[src/rtl/stsdec_pkg.sv]
package stsdec_pkg;

  localparam int unsigned SW_W = 8;

  // bit positions inside the status word
  localparam int unsigned B_INTA  = 0;
  localparam int unsigned B_WO_N  = 1;
  localparam int unsigned B_STACK = 2;
  localparam int unsigned B_HALT  = 3;
  localparam int unsigned B_OUT   = 4;
  localparam int unsigned B_M1    = 5;
  localparam int unsigned B_INP   = 6;
  localparam int unsigned B_MEMR  = 7;

  // recognised status patterns
  localparam logic [SW_W-1:0] PAT_FETCH  = 8'hA2;
  localparam logic [SW_W-1:0] PAT_MRD    = 8'h82;
  localparam logic [SW_W-1:0] PAT_MWR    = 8'h00;
  localparam logic [SW_W-1:0] PAT_SRD    = 8'h86;
  localparam logic [SW_W-1:0] PAT_SWR    = 8'h04;
  localparam logic [SW_W-1:0] PAT_IN     = 8'h42;
  localparam logic [SW_W-1:0] PAT_OUT    = 8'h10;
  localparam logic [SW_W-1:0] PAT_IACK   = 8'h23;
  localparam logic [SW_W-1:0] PAT_HACK   = 8'h8A;
  localparam logic [SW_W-1:0] PAT_IHACK  = 8'h2B;

  typedef enum logic [3:0] {
    CT_IDLE     = 4'd0,
    CT_FETCH    = 4'd1,
    CT_MEM_RD   = 4'd2,
    CT_MEM_WR   = 4'd3,
    CT_STK_RD   = 4'd4,
    CT_STK_WR   = 4'd5,
    CT_PORT_IN  = 4'd6,
    CT_PORT_OUT = 4'd7,
    CT_INT_ACK  = 4'd8,
    CT_HALT_ACK = 4'd9,
    CT_INT_HALT = 4'd10,
    CT_ILLEGAL  = 4'd15
  } cyc_type_e;

endpackage

[src/rtl/stsdec_rst_sync.sv]
module stsdec_rst_sync #(
  parameter int unsigned STAGES = 2
) (
  input  logic clk,
  input  logic rst_n,
  output logic rst_n_sync
);

  logic [STAGES-1:0] chain_q;
  logic [STAGES-1:0] chain_d;

  generate
    if (STAGES == 1) begin : g_one
      always_comb chain_d = 1'b1;
    end else begin : g_many
      always_comb chain_d = {chain_q[STAGES-2:0], 1'b1};
    end
  endgenerate

  always_ff @(posedge clk or negedge rst_n) begin
    if (!rst_n) chain_q <= '0;
    else        chain_q <= chain_d;
  end

  assign rst_n_sync = chain_q[STAGES-1];

endmodule

[src/rtl/stsdec_capture.sv]
module stsdec_capture
  import stsdec_pkg::*;
#(
  parameter int unsigned W = SW_W
) (
  input  logic         clk,
  input  logic         rst_n,
  input  logic         sync,
  input  logic [W-1:0] data_in,
  output logic [W-1:0] word_q,
  output logic         valid_q
);

  logic [W-1:0] word_d;
  logic         valid_d;
  logic         load_en;

  always_comb begin
    load_en = sync;
    word_d  = load_en ? data_in : word_q;
    valid_d = valid_q | load_en;
  end

  always_ff @(posedge clk or negedge rst_n) begin
    if (!rst_n) begin
      word_q  <= '0;
      valid_q <= 1'b0;
    end else begin
      word_q  <= word_d;
      valid_q <= valid_d;
    end
  end

  assert_capture_R1: assert property (@(posedge clk) disable iff (!rst_n)
    sync |=> (word_q == $past(data_in)));

  assert_hold_R1: assert property (@(posedge clk) disable iff (!rst_n)
    !sync |=> $stable(word_q));

  assert_valid_rise_R2: assert property (@(posedge clk) disable iff (!rst_n)
    (!valid_q && !sync) |=> !valid_q);

endmodule

[src/rtl/stsdec_classify.sv]
module stsdec_classify
  import stsdec_pkg::*;
(
  input  logic            clk,
  input  logic            rst_n,
  input  logic            valid,
  input  logic [SW_W-1:0] word,
  output cyc_type_e       ctype,
  output logic            illegal
);

  cyc_type_e decoded;

  always_comb begin
    unique case (word)
      PAT_FETCH: decoded = CT_FETCH;
      PAT_MRD:   decoded = CT_MEM_RD;
      PAT_MWR:   decoded = CT_MEM_WR;
      PAT_SRD:   decoded = CT_STK_RD;
      PAT_SWR:   decoded = CT_STK_WR;
      PAT_IN:    decoded = CT_PORT_IN;
      PAT_OUT:   decoded = CT_PORT_OUT;
      PAT_IACK:  decoded = CT_INT_ACK;
      PAT_HACK:  decoded = CT_HALT_ACK;
      PAT_IHACK: decoded = CT_INT_HALT;
      default:   decoded = CT_ILLEGAL;
    endcase
  end

  always_comb begin
    ctype   = valid ? decoded : CT_IDLE;
    illegal = valid && (decoded == CT_ILLEGAL);
  end

  assert_fetch_bits_R3: assert property (@(posedge clk) disable iff (!rst_n)
    (ctype == CT_FETCH) |-> (word[B_M1] && word[B_MEMR] && !word[B_INTA]));

  assert_stack_bits_R3: assert property (@(posedge clk) disable iff (!rst_n)
    ((ctype == CT_STK_RD) || (ctype == CT_STK_WR)) |-> word[B_STACK]);

  assert_illegal_only_valid_R4: assert property (@(posedge clk) disable iff (!rst_n)
    illegal |-> valid);

endmodule

[src/rtl/stsdec_strobes.sv]
module stsdec_strobes (
  input  logic clk,
  input  logic rst_n,
  input  logic valid,
  input  logic b_inta,
  input  logic b_wo_n,
  input  logic b_out,
  input  logic b_inp,
  input  logic b_memr,
  input  logic dbin,
  input  logic wr_n,
  output logic mem_rd,
  output logic mem_wr,
  output logic io_rd,
  output logic io_wr,
  output logic int_ack
);

  logic rd_win;
  logic wr_win;

  always_comb begin
    rd_win  = valid && dbin;
    wr_win  = valid && !wr_n;
    mem_rd  = rd_win && b_memr;
    io_rd   = rd_win && b_inp;
    int_ack = rd_win && b_inta;
    mem_wr  = wr_win && !b_out && !b_wo_n;
    io_wr   = wr_win && b_out;
  end

  assert_memrd_window_R5: assert property (@(posedge clk) disable iff (!rst_n)
    mem_rd |-> dbin);

  assert_iord_window_R6: assert property (@(posedge clk) disable iff (!rst_n)
    io_rd |-> dbin);

  assert_memwr_window_R7: assert property (@(posedge clk) disable iff (!rst_n)
    mem_wr |-> (!wr_n && !io_wr));

  assert_iowr_window_R8: assert property (@(posedge clk) disable iff (!rst_n)
    io_wr |-> !wr_n);

  assert_intack_window_R9: assert property (@(posedge clk) disable iff (!rst_n)
    int_ack |-> dbin);

  assert_quiet_invalid_R2: assert property (@(posedge clk) disable iff (!rst_n)
    !valid |-> !(mem_rd || mem_wr || io_rd || io_wr || int_ack));

endmodule

[src/rtl/cpu_status_decoder.sv]
module cpu_status_decoder
  import stsdec_pkg::*;
#(
  parameter int unsigned RST_STAGES = 2
) (
  input  logic       clk,
  input  logic       rst_n,
  input  logic [7:0] data_in,
  input  logic       sync,
  input  logic       dbin,
  input  logic       wr_n,
  output logic [7:0] status_word,
  output logic       cyc_valid,
  output logic [3:0] cyc_type,
  output logic       cyc_illegal,
  output logic       fetch_flag,
  output logic       stack_flag,
  output logic       halt_flag,
  output logic       mem_rd,
  output logic       mem_wr,
  output logic       io_rd,
  output logic       io_wr,
  output logic       int_ack
);

  logic            rst_n_int;
  logic [SW_W-1:0] word;
  logic            valid;
  cyc_type_e       ctype;

  stsdec_rst_sync #(.STAGES(RST_STAGES)) u_rst (
    .clk        (clk),
    .rst_n      (rst_n),
    .rst_n_sync (rst_n_int)
  );

  stsdec_capture #(.W(SW_W)) u_cap (
    .clk     (clk),
    .rst_n   (rst_n_int),
    .sync    (sync),
    .data_in (data_in),
    .word_q  (word),
    .valid_q (valid)
  );

  stsdec_classify u_cls (
    .clk     (clk),
    .rst_n   (rst_n_int),
    .valid   (valid),
    .word    (word),
    .ctype   (ctype),
    .illegal (cyc_illegal)
  );

  stsdec_strobes u_stb (
    .clk     (clk),
    .rst_n   (rst_n_int),
    .valid   (valid),
    .b_inta  (word[B_INTA]),
    .b_wo_n  (word[B_WO_N]),
    .b_out   (word[B_OUT]),
    .b_inp   (word[B_INP]),
    .b_memr  (word[B_MEMR]),
    .dbin    (dbin),
    .wr_n    (wr_n),
    .mem_rd  (mem_rd),
    .mem_wr  (mem_wr),
    .io_rd   (io_rd),
    .io_wr   (io_wr),
    .int_ack (int_ack)
  );

  always_comb begin
    status_word = word;
    cyc_valid   = valid;
    cyc_type    = ctype;
    fetch_flag  = word[B_M1];
    stack_flag  = word[B_STACK];
    halt_flag   = word[B_HALT];
  end

endmodule

[config.mk]
export PLATFORM = sky130hd
export DESIGN_NAME = cpu_status_decoder
export DESIGN_NICKNAME = d
export VERILOG_FILES = /design/src/rtl/stsdec_pkg.sv /design/src/rtl/stsdec_rst_sync.sv /design/src/rtl/stsdec_capture.sv /design/src/rtl/stsdec_classify.sv /design/src/rtl/stsdec_strobes.sv /design/src/rtl/cpu_status_decoder.sv
export SDC_FILE = /design/constraint.sdc
export NUM_CORES = 1
export LEC_CHECK = 0
export BUFFER_PORTS_ARGS = -buffer_cell sky130_fd_sc_hd__clkbuf_2
export CORE_MARGIN = 1
export CORE_UTILIZATION = 46
export DETAILED_ROUTE_END_ITERATION = 7
export MAX_ROUTING_LAYER = met4
export PLACE_DENSITY = 0.84
export SLEW_MARGIN = 40
export SYNTH_ARGS = -nofsm -noshare
export SYNTH_HDL_FRONTEND = slang
export SYNTH_SLANG_ARGS = --single-unit
[constraint.sdc]
create_clock -name clk -period 1.8 [get_ports clk]
set_input_delay 0.18 -clock clk [delete_from_list [all_inputs] [get_ports clk]]
set_output_delay 0.18 -clock clk [all_outputs]
set_load 0.01 [all_outputs]
After elaboration in Yosys (flattened, before gate mapping)
Cells that the tools add are included.
{"block": "word_totals", "elab_cells": 29, "in_bits": 13, "register_bits": 11}
{"block": "op_classes", "reduce_logical": 13, "muxes": 2, "bitwise_logic": 1, "n_eq_ne": 10}
{"operator": "4-bit one-hot mux with 10 select lines", "n": 1}
{"operator": "8-bit == test, second input constant", "n": 4}
{"operator": "8-bit by 6-bit == test with 1-bit output, second input constant", "n": 2}
{"operator": "1-bit logical AND", "n": 9}
{"operator": "8-bit by 3-bit == test with 1-bit output, second input constant", "n": 1}
{"operator": "8-bit by 5-bit == test with 1-bit output, second input constant", "n": 1}
{"operator": "8-bit by 7-bit == test with 1-bit output, second input constant", "n": 1}
{"operator": "8-bit zero test", "n": 1}
{"operator": "4-bit == test, second input constant", "n": 1}
{"operator": "4-bit 2-to-1 mux", "n": 1}
{"operator": "1-bit zero test", "n": 3}
{"operator": "1-bit bitwise OR", "n": 1}

Depth between registers and ports, before layout
Gate-level depths: netlist of run 1.
{"block": "logic_depth", "word_depth": 4, "ltp_mapped": 5, "ltp_nobuf": 4}

Cells and area by module
From an unflattened synthesis of run 1, not the netlist that was laid out.
{"block": "hier_totals", "cells_unflattened": 64, "hier_area_um2": 752.0}
{"module": "stsdec_capture", "area_per_inst_um2": 362.8, "n_inst": 1, "cells_per_inst": 19, "seq_area_each_um2": 225.2}
{"module": "stsdec_classify", "area_per_inst_um2": 270.3, "n_inst": 1, "cells_per_inst": 34, "seq_area_each_um2": 0.0}
{"module": "stsdec_rst_sync", "area_per_inst_um2": 53.8, "n_inst": 1, "cells_per_inst": 3, "seq_area_each_um2": 50.0}
{"module": "stsdec_strobes", "area_per_inst_um2": 42.5, "n_inst": 1, "cells_per_inst": 5, "seq_area_each_um2": 0.0}
{"module": "cpu_status_decoder", "area_per_inst_um2": 22.5, "n_inst": 1, "cells_per_inst": 3, "seq_area_each_um2": 0.0}

Worst setup path after synthesis of run 1
Ideal clock, no wire load.
{"block": "synth_path", "kind": "flip-flop to output port", "from": "register u_cap.word_q[6]", "to": "output port cyc_type[0]", "arrival_time_ps": 1516, "setup_slack_ps": 104, "required_ps": 1620, "path_buffers": 1, "path_stages_with_launch": 6, "path_cell_list": "dfrtp_1 -> buf_6 -> or4_4 -> a21oi_2 -> o21ai_2 -> a31o_1"}
{"block": "synth_between", "elab_chain_len": 3}
{"item": "start, declared", "line": "stsdec_capture.sv:10", "source": "output logic [W-1:0] word_q,"}
{"item": "start signal, assigned", "line": "stsdec_capture.sv:29", "source": "word_q <= word_d;"}
{"item": "8-bit by 6-bit == test with 1-bit output, or another cell as far along", "line": "stsdec_classify.sv:15", "source": "unique case (word)"}
{"item": "4-bit one-hot mux with 10 select lines (*)", "line": "stsdec_classify.sv:15"}
{"item": "4-bit 2-to-1 mux (*)", "line": "stsdec_classify.sv:31", "source": "ctype = valid ? decoded : CT_IDLE;"}
{"item": "end, declared", "line": "cpu_status_decoder.sv:14", "source": "output logic [3:0] cyc_type,"}
Every way passes the cells marked *; elsewhere a longest branch is shown, timed or not.

Worst setup path after layout of run 1
Ends and elaborated chain as after synthesis.

==> flow_metrics.env, run 1 <==
export IMPL_status="finished with violations"
export IMPL_violations="negative setup slack"
export IMPL_routed_wl_mm=1.834
export IMPL_critPathKind="flop to output port"
export IMPL_ys_ff_latch=11
export IMPL_nets=131
export IMPL_synth_top_family_by_area="simple AND/OR/NAND/NOR gates"
export IMPL_clock_path_buffers=2
export IMPL_ys_seq_area_share_pct=33.90
export IMPL_yosys_area_share_simple_pct=26.96
export IMPL_grt_max_degree=15
export IMPL_start_kind="flop"
export IMPL_io_pins=35
export IMPL_syn_nets=93
export IMPL_rrSetupSlack_ns=0.79
export IMPL_port_buffers=34
export IMPL_die_w_um=44.02
export IMPL_fill_cells=119
export IMPL_worst_slack_ns=-0.1565
export IMPL_peakVddDrop_v=0.0005266
export IMPL_hold_viol=0
export IMPL_grtUsageTotal_pct=21.13
export IMPL_crit_required_ns=1.62
export IMPL_dieArea_um2=1937
export IMPL_min_period_ns=1.956
export IMPL_cts_tree="built"
export IMPL_clkTransAtPathRegs_ns=0.06
export IMPL_drv_cap=0
export IMPL_grt_ovfl_total=0
export IMPL_synthMuxAreaShare_pct=9.707
export IMPL_drive_gt1_share_pct=64.96
export IMPL_clkLatencyLatePin_ns=0.26
export IMPL_vias_per_cell=5.429
export IMPL_post_route_period_util_pct=108.7
export IMPL_num_vias=722
export IMPL_hold_path_class="flop to async pin"
export IMPL_cts_made_buffers=3
export IMPL_synth_xor_area_share_pct=1.079
export IMPL_antenna_found_initial=0
export IMPL_yosysUniqueCellTypes=37
export IMPL_power_density_nw_per_um2=655.0
export IMPL_layout_commonest_cell="clkbuf_2"
export IMPL_area_growth_pct=32.05
export IMPL_rsz0062_at_grt="yes"
export IMPL_netlist_area_um2=812.0
export IMPL_root_buffer="clkbuf_4"
export IMPL_drtIter0Drc=18
export IMPL_setup_viol=4
export IMPL_core_um2=1577
export IMPL_fmax_mhz=511.1
export IMPL_multi_input_area_um2=454.2
export IMPL_p_leak_uw=0.0004905
export IMPL_globalplace_congestion=0.8254
export IMPL_dp_slack_ns=0.05611
export IMPL_initial_core_util_pct=51.51
export IMPL_row_count=14
export IMPL_final_setup_tns_ns=-0.5267
export IMPL_clock_sinks=11
export IMPL_grt_pass1_wl_mm=2.918
export IMPL_grt_pass1_vias=639
export IMPL_drt_wirelength_per_cell_um=13.79
export IMPL_worst_setup_path_end_kind="output port"
export IMPL_synth_cells=80
export IMPL_synth_compound_area_share_pct=11.86
export IMPL_seq_area_um2=279.0
export IMPL_drc=0
export IMPL_finalMaxSlewViolations=0
export IMPL_crit_fanout=4
export IMPL_die_y_um=44.02
export IMPL_h_tree_depth=1
export IMPL_insertedDiodeCount=0
export IMPL_yosysWarnings=0
export IMPL_avgSynthCellArea_um2=10.15
export IMPL_dpl_hpwl_mm=1.285
export IMPL_synthAdderAreaFrac_pct=0
export IMPL_dr_pass1_iters=6
export IMPL_layout_common_cells="clkbuf_2, buf_4, dfrtp_1"
export IMPL_finClkSkew_ns=0.001679
export IMPL_critical_path_arrival_ns=1.78
export IMPL_route_antenna_remaining_nets=0
## sequential cells by signal, indices dropped and copies added, names as in the netlist
register	count
u_cap.valid_q	1
u_cap.word_q	8
u_rst.chain_q	2
## cells by family after synthesis
kind of cell | Yosys count
flops | 11
xor+xnor | 1
mux | 7
buf+inv | 18
other cells | 1
compound gates | 13
simple gates | 29
## stage by stage
step / total power, uW / hold WS [ns] / instance area, um^2 / instances / utilization, %
after global routing: 753.2 / 0.1406 / 1072 / 133 / 68.02
after CTS: 693.1 / 0.1439 / 1026 / 130 / 65.08
final: 702.3 / 0.1457 / 1072 / 133 / 68.02
after detailed placement: 508.2 / -0.03274 / 939.7 / 122 / 59.60
after floorplan: 457.8 / -0.1156 / 812.0 / 80 / -
after global placement: 502.7 / -0.03383 / 939.7 / 122 / 59.60
## worst max-delay path: stages (launching register included)
cell	delay, ns
dfrtp_2	0.44
or4_4	0.54
a21oi_4	0.14
o21ai_2	0.08
a31o_1	0.20
clkbuf_2	0.12
## routing by layer
layer | vias to the layer above | GRT usage [%] | part of all wire [%]
met4 | 0 | 11.52 | 2.6
met1 | 339 | 25.72 | 43
met5 | - | - | 0
li1 | 355 | - | -
met2 | 22 | 33.24 | 51
met3 | 6 | 3.673 | 3.7
## cell type report
| cell class | count | area share, % |
|---|---|---|
| multi-input combinational | 51 | 42.36 |
| timing repair buffer | 49 | 26.60 |
| sequential | 11 | 26.02 |
| tap | 16 | 1.867 |
| clock buffer | 4 | 2.450 |
| inverter | 2 | 0.7001 |
## Yosys cell counts, drive strengths merged
library cell	instances	area share [%]
conb	1	0.46
nor3	1	0.62
clkbuf	2	0.92
and3	6	4.9
o21ai	3	2.3
mux2	7	9.7
a21oi	3	2.3
nor4b	3	5.1
nand3	1	0.62
a2111o	1	1.4
a2bb2oi	1	1.1
nor2b	1	0.77
nand2b	1	0.77
o211ai	2	1.8
nor4	1	1.5
or3	1	1.4
buf	14	14
nor2	2	0.92
inv	2	0.92
nand2	4	1.8
nand4b	2	2.2
nand3b	1	0.92
a31o	1	1.1
or4b	1	1.2
dfrtp	11	34
o31ai	2	1.8
xor2	1	1.1
or2	1	0.77
and3b	1	1.1
or4	2	2.3
## power breakdown
group	switching (uW)	internal [uW]
clock network	70.9	85.5
logic	123	125
registers	29.2	269
total	223	479
## final timing paths
kind | startpoint | endpoint | cells after the start
min in group clk | data_in[2] | u_cap.word_q[2]$_DFFE_PN0P_ | 3
setup reg to reg | u_cap.valid_q$_DFF_PN0_ | u_cap.valid_q$_DFF_PN0_ | 1
hold reg to reg | u_rst.chain_q[1]$_DFF_PN0_ | u_cap.word_q[4]$_DFFE_PN0P_ | 0
setup / recovery | u_cap.word_q[6]$_DFFE_PN0P_ | cyc_type[0] | 5
max in group asynchronous | u_rst.chain_q[1]$_DFF_PN0_ | u_cap.word_q[6]$_DFFE_PN0P_ | 0
hold / removal | u_rst.chain_q[1]$_DFF_PN0_ | u_cap.word_q[4]$_DFFE_PN0P_ | 0
## repair_timing
item	CTS	global route
buffers inserted	3	3
gates resized for setup	7	5
setup endpoints to repair	5	5
hold buffers	1	0
pin swaps	6	5
hold endpoints to repair	2	0
Power figures use the tool's default switching activity.
==> run 2: changes to the inputs <==
Settings changed: CAP_MARGIN set to 10, CORE_MARGIN 1 to 4, CORE_UTILIZATION 46 to 45, SYNTH_HIERARCHICAL set to 1.
==> run 2 against run 1 <==
Effect of this change: the run still ends with negative setup slack left; cell count fell by 0.75%; global-route usage fell by 3.3 points; flip-flop and latch count did not move; sequential share of layout area fell by 1.1 points; largest power group unchanged.
==> flow_metrics.env, run 2 <==
export IMPL_die_w_um=48.88
export IMPL_h_tree_depth=1
export IMPL_violations="negative setup slack"
export IMPL_routed_wl_mm=1.948
export IMPL_setup_viol=5
export IMPL_root_buffer="clkbuf_4"
export IMPL_synth_async_reset_ratio_pct=100.0
export IMPL_initial_core_util_pct=48.78
export IMPL_drtIter0Drc=19
export IMPL_ys_ff_latch=11
export IMPL_drc=0
export IMPL_drv_cap=0
export IMPL_min_period_ns=2.013
export IMPL_row_count=14
export IMPL_num_vias=714
export IMPL_final_setup_tns_ns=-0.8270
export IMPL_cts_tree="built"
export IMPL_synthTopCellsByCount="dfrtp_1, mux2_4, o21ai_1"
export IMPL_ys_seq_area_share_pct=36.61
export IMPL_clock_path_buffers=2
export IMPL_grt_max_degree=10
export IMPL_reg2reg_depth=3
export IMPL_route_antenna_remaining_nets=0
export IMPL_wl_met3_um=117
export IMPL_dp_slack_ns=-0.02763
export IMPL_port_buffers=34
export IMPL_fmax_mhz=496.7
export IMPL_yosysTopAreaCell="dfrtp_1"
export IMPL_power_density_nw_per_um2=651.5
export IMPL_cts_made_buffers=3
export IMPL_layout_commonest_cell="clkbuf_2"
export IMPL_yosysMostFrequentCell="dfrtp_1"
export IMPL_worst_slack_ns=-0.2134
export IMPL_vias_per_cell=5.409
export IMPL_grtUsageTotal_pct=17.83
export IMPL_globalplace_congestion=0.8668
export IMPL_synth_cells=64
export IMPL_synth_edf_count=0
export IMPL_crit_end="cyc_type[0]"
export IMPL_core_um2=1541
export IMPL_hold_viol=0
export IMPL_startpoint="u_cap/word_q[6]$_DFFE_PN0P_"
export IMPL_drt_met1_wl_um=769
export IMPL_clock_sinks=11
export IMPL_clkLatencyLatePin_ns=0.26
export IMPL_grt_pass1_vias=725
export IMPL_rsz0062_at_grt="yes"
export IMPL_hold_path_class="flop to async pin"
export IMPL_p_leak_uw=0.0005578
export IMPL_syn_nets=77
export IMPL_status="finished with violations"
export IMPL_top_layer="met4"
export IMPL_final_util_pct=73.21
export IMPL_nets=130
export IMPL_drt_wirelength_per_cell_um=14.76
export IMPL_fill_cells=113
export IMPL_design_area_um2=1129
export IMPL_dr_pass1_iters=4
export IMPL_dpl_hpwl_mm=1.384
export IMPL_crit_fanout=7
export IMPL_area_growth_pct=50.08
export IMPL_clkTransAtPathRegs_ns=0.07
export IMPL_critPathKind="flop to output port"
export IMPL_rrSetupSlack_ns=0.70
export IMPL_synth_flop_cell="dfrtp_1"
export IMPL_finClkSkew_ns=0.007398
export IMPL_start_kind="flop"
export IMPL_post_route_period_util_pct=111.9
export IMPL_regMostFlops="u_cap/word_q"
export IMPL_yosysWarnings=6
export IMPL_grt_pass1_wl_mm=3.263
export IMPL_peakVddDrop_v=0.0004819
export IMPL_hold_ws_ns=0.1396
export IMPL_crit_required_ns=1.62
export IMPL_wl_met2_mm=1.015
export IMPL_die_y_um=48.88
export IMPL_r2r_start="u_cap/word_q[4]$_DFFE_PN0P_"
export IMPL_insertedDiodeCount=0
export IMPL_netlist_area_um2=752.0
export IMPL_avgSynthCellArea_um2=11.75
export IMPL_drive_gt1_share_pct=73.28
export IMPL_layout_common_cells="clkbuf_2, buf_4, mux2_4"
export IMPL_antenna_found_initial=0
export IMPL_io_pins=35
export IMPL_dieArea_um2=2389
export IMPL_yosysUniqueCellTypes=31
export IMPL_synth_area_leaders="dfrtp_1, mux2_4, a2111oi_4, nor4b_4, buf_4"
export IMPL_worst_setup_path_end_kind="output port"
export IMPL_critical_path_arrival_ns=1.83
export IMPL_finalMaxSlewViolations=0
export IMPL_placed_area_um2=942.2
export IMPL_largest_reg_flops=8
export IMPL_reg_top3="u_cap/word_q: 8 flops, u_rst/chain_q: 2 flops, u_cap/valid_q: 1 flops"
export IMPL_synth_top_cell_area_share_pct=36.61
export IMPL_grt_ovfl_total=0
export IMPL_worstReg2RegEnd="u_cap/word_q[4]$_DFFE_PN0P_"
## run 2: cell families after synthesis
| logic type | share of synthesized area (%) |
|---|---|
| AOI/OAI and AO/OA | 15.31 |
| xor gates and xnor gates | 1.165 |
| buffers and inverters | 6.988 |
| DFF | 36.61 |
| muxes | 15.97 |
| other | 0.4987 |
| and+or+nand+nor | 23.46 |
## run 2: metal layers
layer / up-vias / GRT usage (%)
met1: 341 / 19.35
li1: 339 / -
met4: 0 / 11.21
met5: - / -
met2: 28 / 28.70
met3: 6 / 4.587
## run 2: layout make-up
type | instances | area (um^2) | area share (%)
inverter | 2 | 7.507 | 0.6652
tap | 16 | 20.02 | 1.774
timing repair buffer | 53 | 322.8 | 28.60
sequential | 11 | 281.5 | 24.94
clock buffer | 3 | 22.52 | 1.996
multi-input combinational | 46 | 469.2 | 41.57
clock inverter | 1 | 5.005 | 0.4435
## run 2: how the worst min path moves through the flow
| stage | start | endpoint | slack, ns | depth (start not counted) |
|---|---|---|---|---|
| global placement | rst_n | u_rst/chain_q[1]$_DFF_PN0_ | -0.03 | 1 |
| floorplan | rst_n | u_rst/chain_q[0]$_DFF_PN0_ | -0.12 | 0 |
| CTS | data_in[4] | u_cap/word_q[4]$_DFFE_PN0P_ | 0.14 | 2 |
| global route | data_in[4] | u_cap/word_q[4]$_DFFE_PN0P_ | 0.12 | 2 |
| finish | u_rst/chain_q[1]$_DFF_PN0_ | u_cap/valid_q$_DFF_PN0_ | 0.14 | 0 |
| detailed placement | rst_n | u_rst/chain_q[0]$_DFF_PN0_ | -0.03 | 1 |
## run 2: stage by stage
| stage | total power, uW | instances |
|---|---|---|
| floorplan | 437.4 | 64 |
| global placement | 507.9 | 115 |
| detailed placement | 514.9 | 115 |
| CTS | 714.6 | 129 |
| global route | 787.9 | 132 |
| finish | 735.3 | 132 |
## run 2: worst max-delay path, stage by stage, from the launching register on
cell and delay [ns]:
dfrtp_2 0.47, nor4b_4 0.36, nand4b_1 0.18, a221o_1 0.35, o21ai_1 0.07, buf_2 0.14
## run 2: report_power, final
part           switching, uW  internal, uW
Combinational            118           155
Clock                   76.8          82.0
Sequential              34.4           270
## run 2: repair_timing
action / 4_1_cts / 5_1_grt
buffers inserted: 9 / 3
pin swaps: 4 / 1
endpoints found under the hold margin: 2 / 0
cloned: 0 / 0
resized for setup: 10 / 12
hold buffers: 1 / 0
endpoints found under the setup margin: 5 / 5
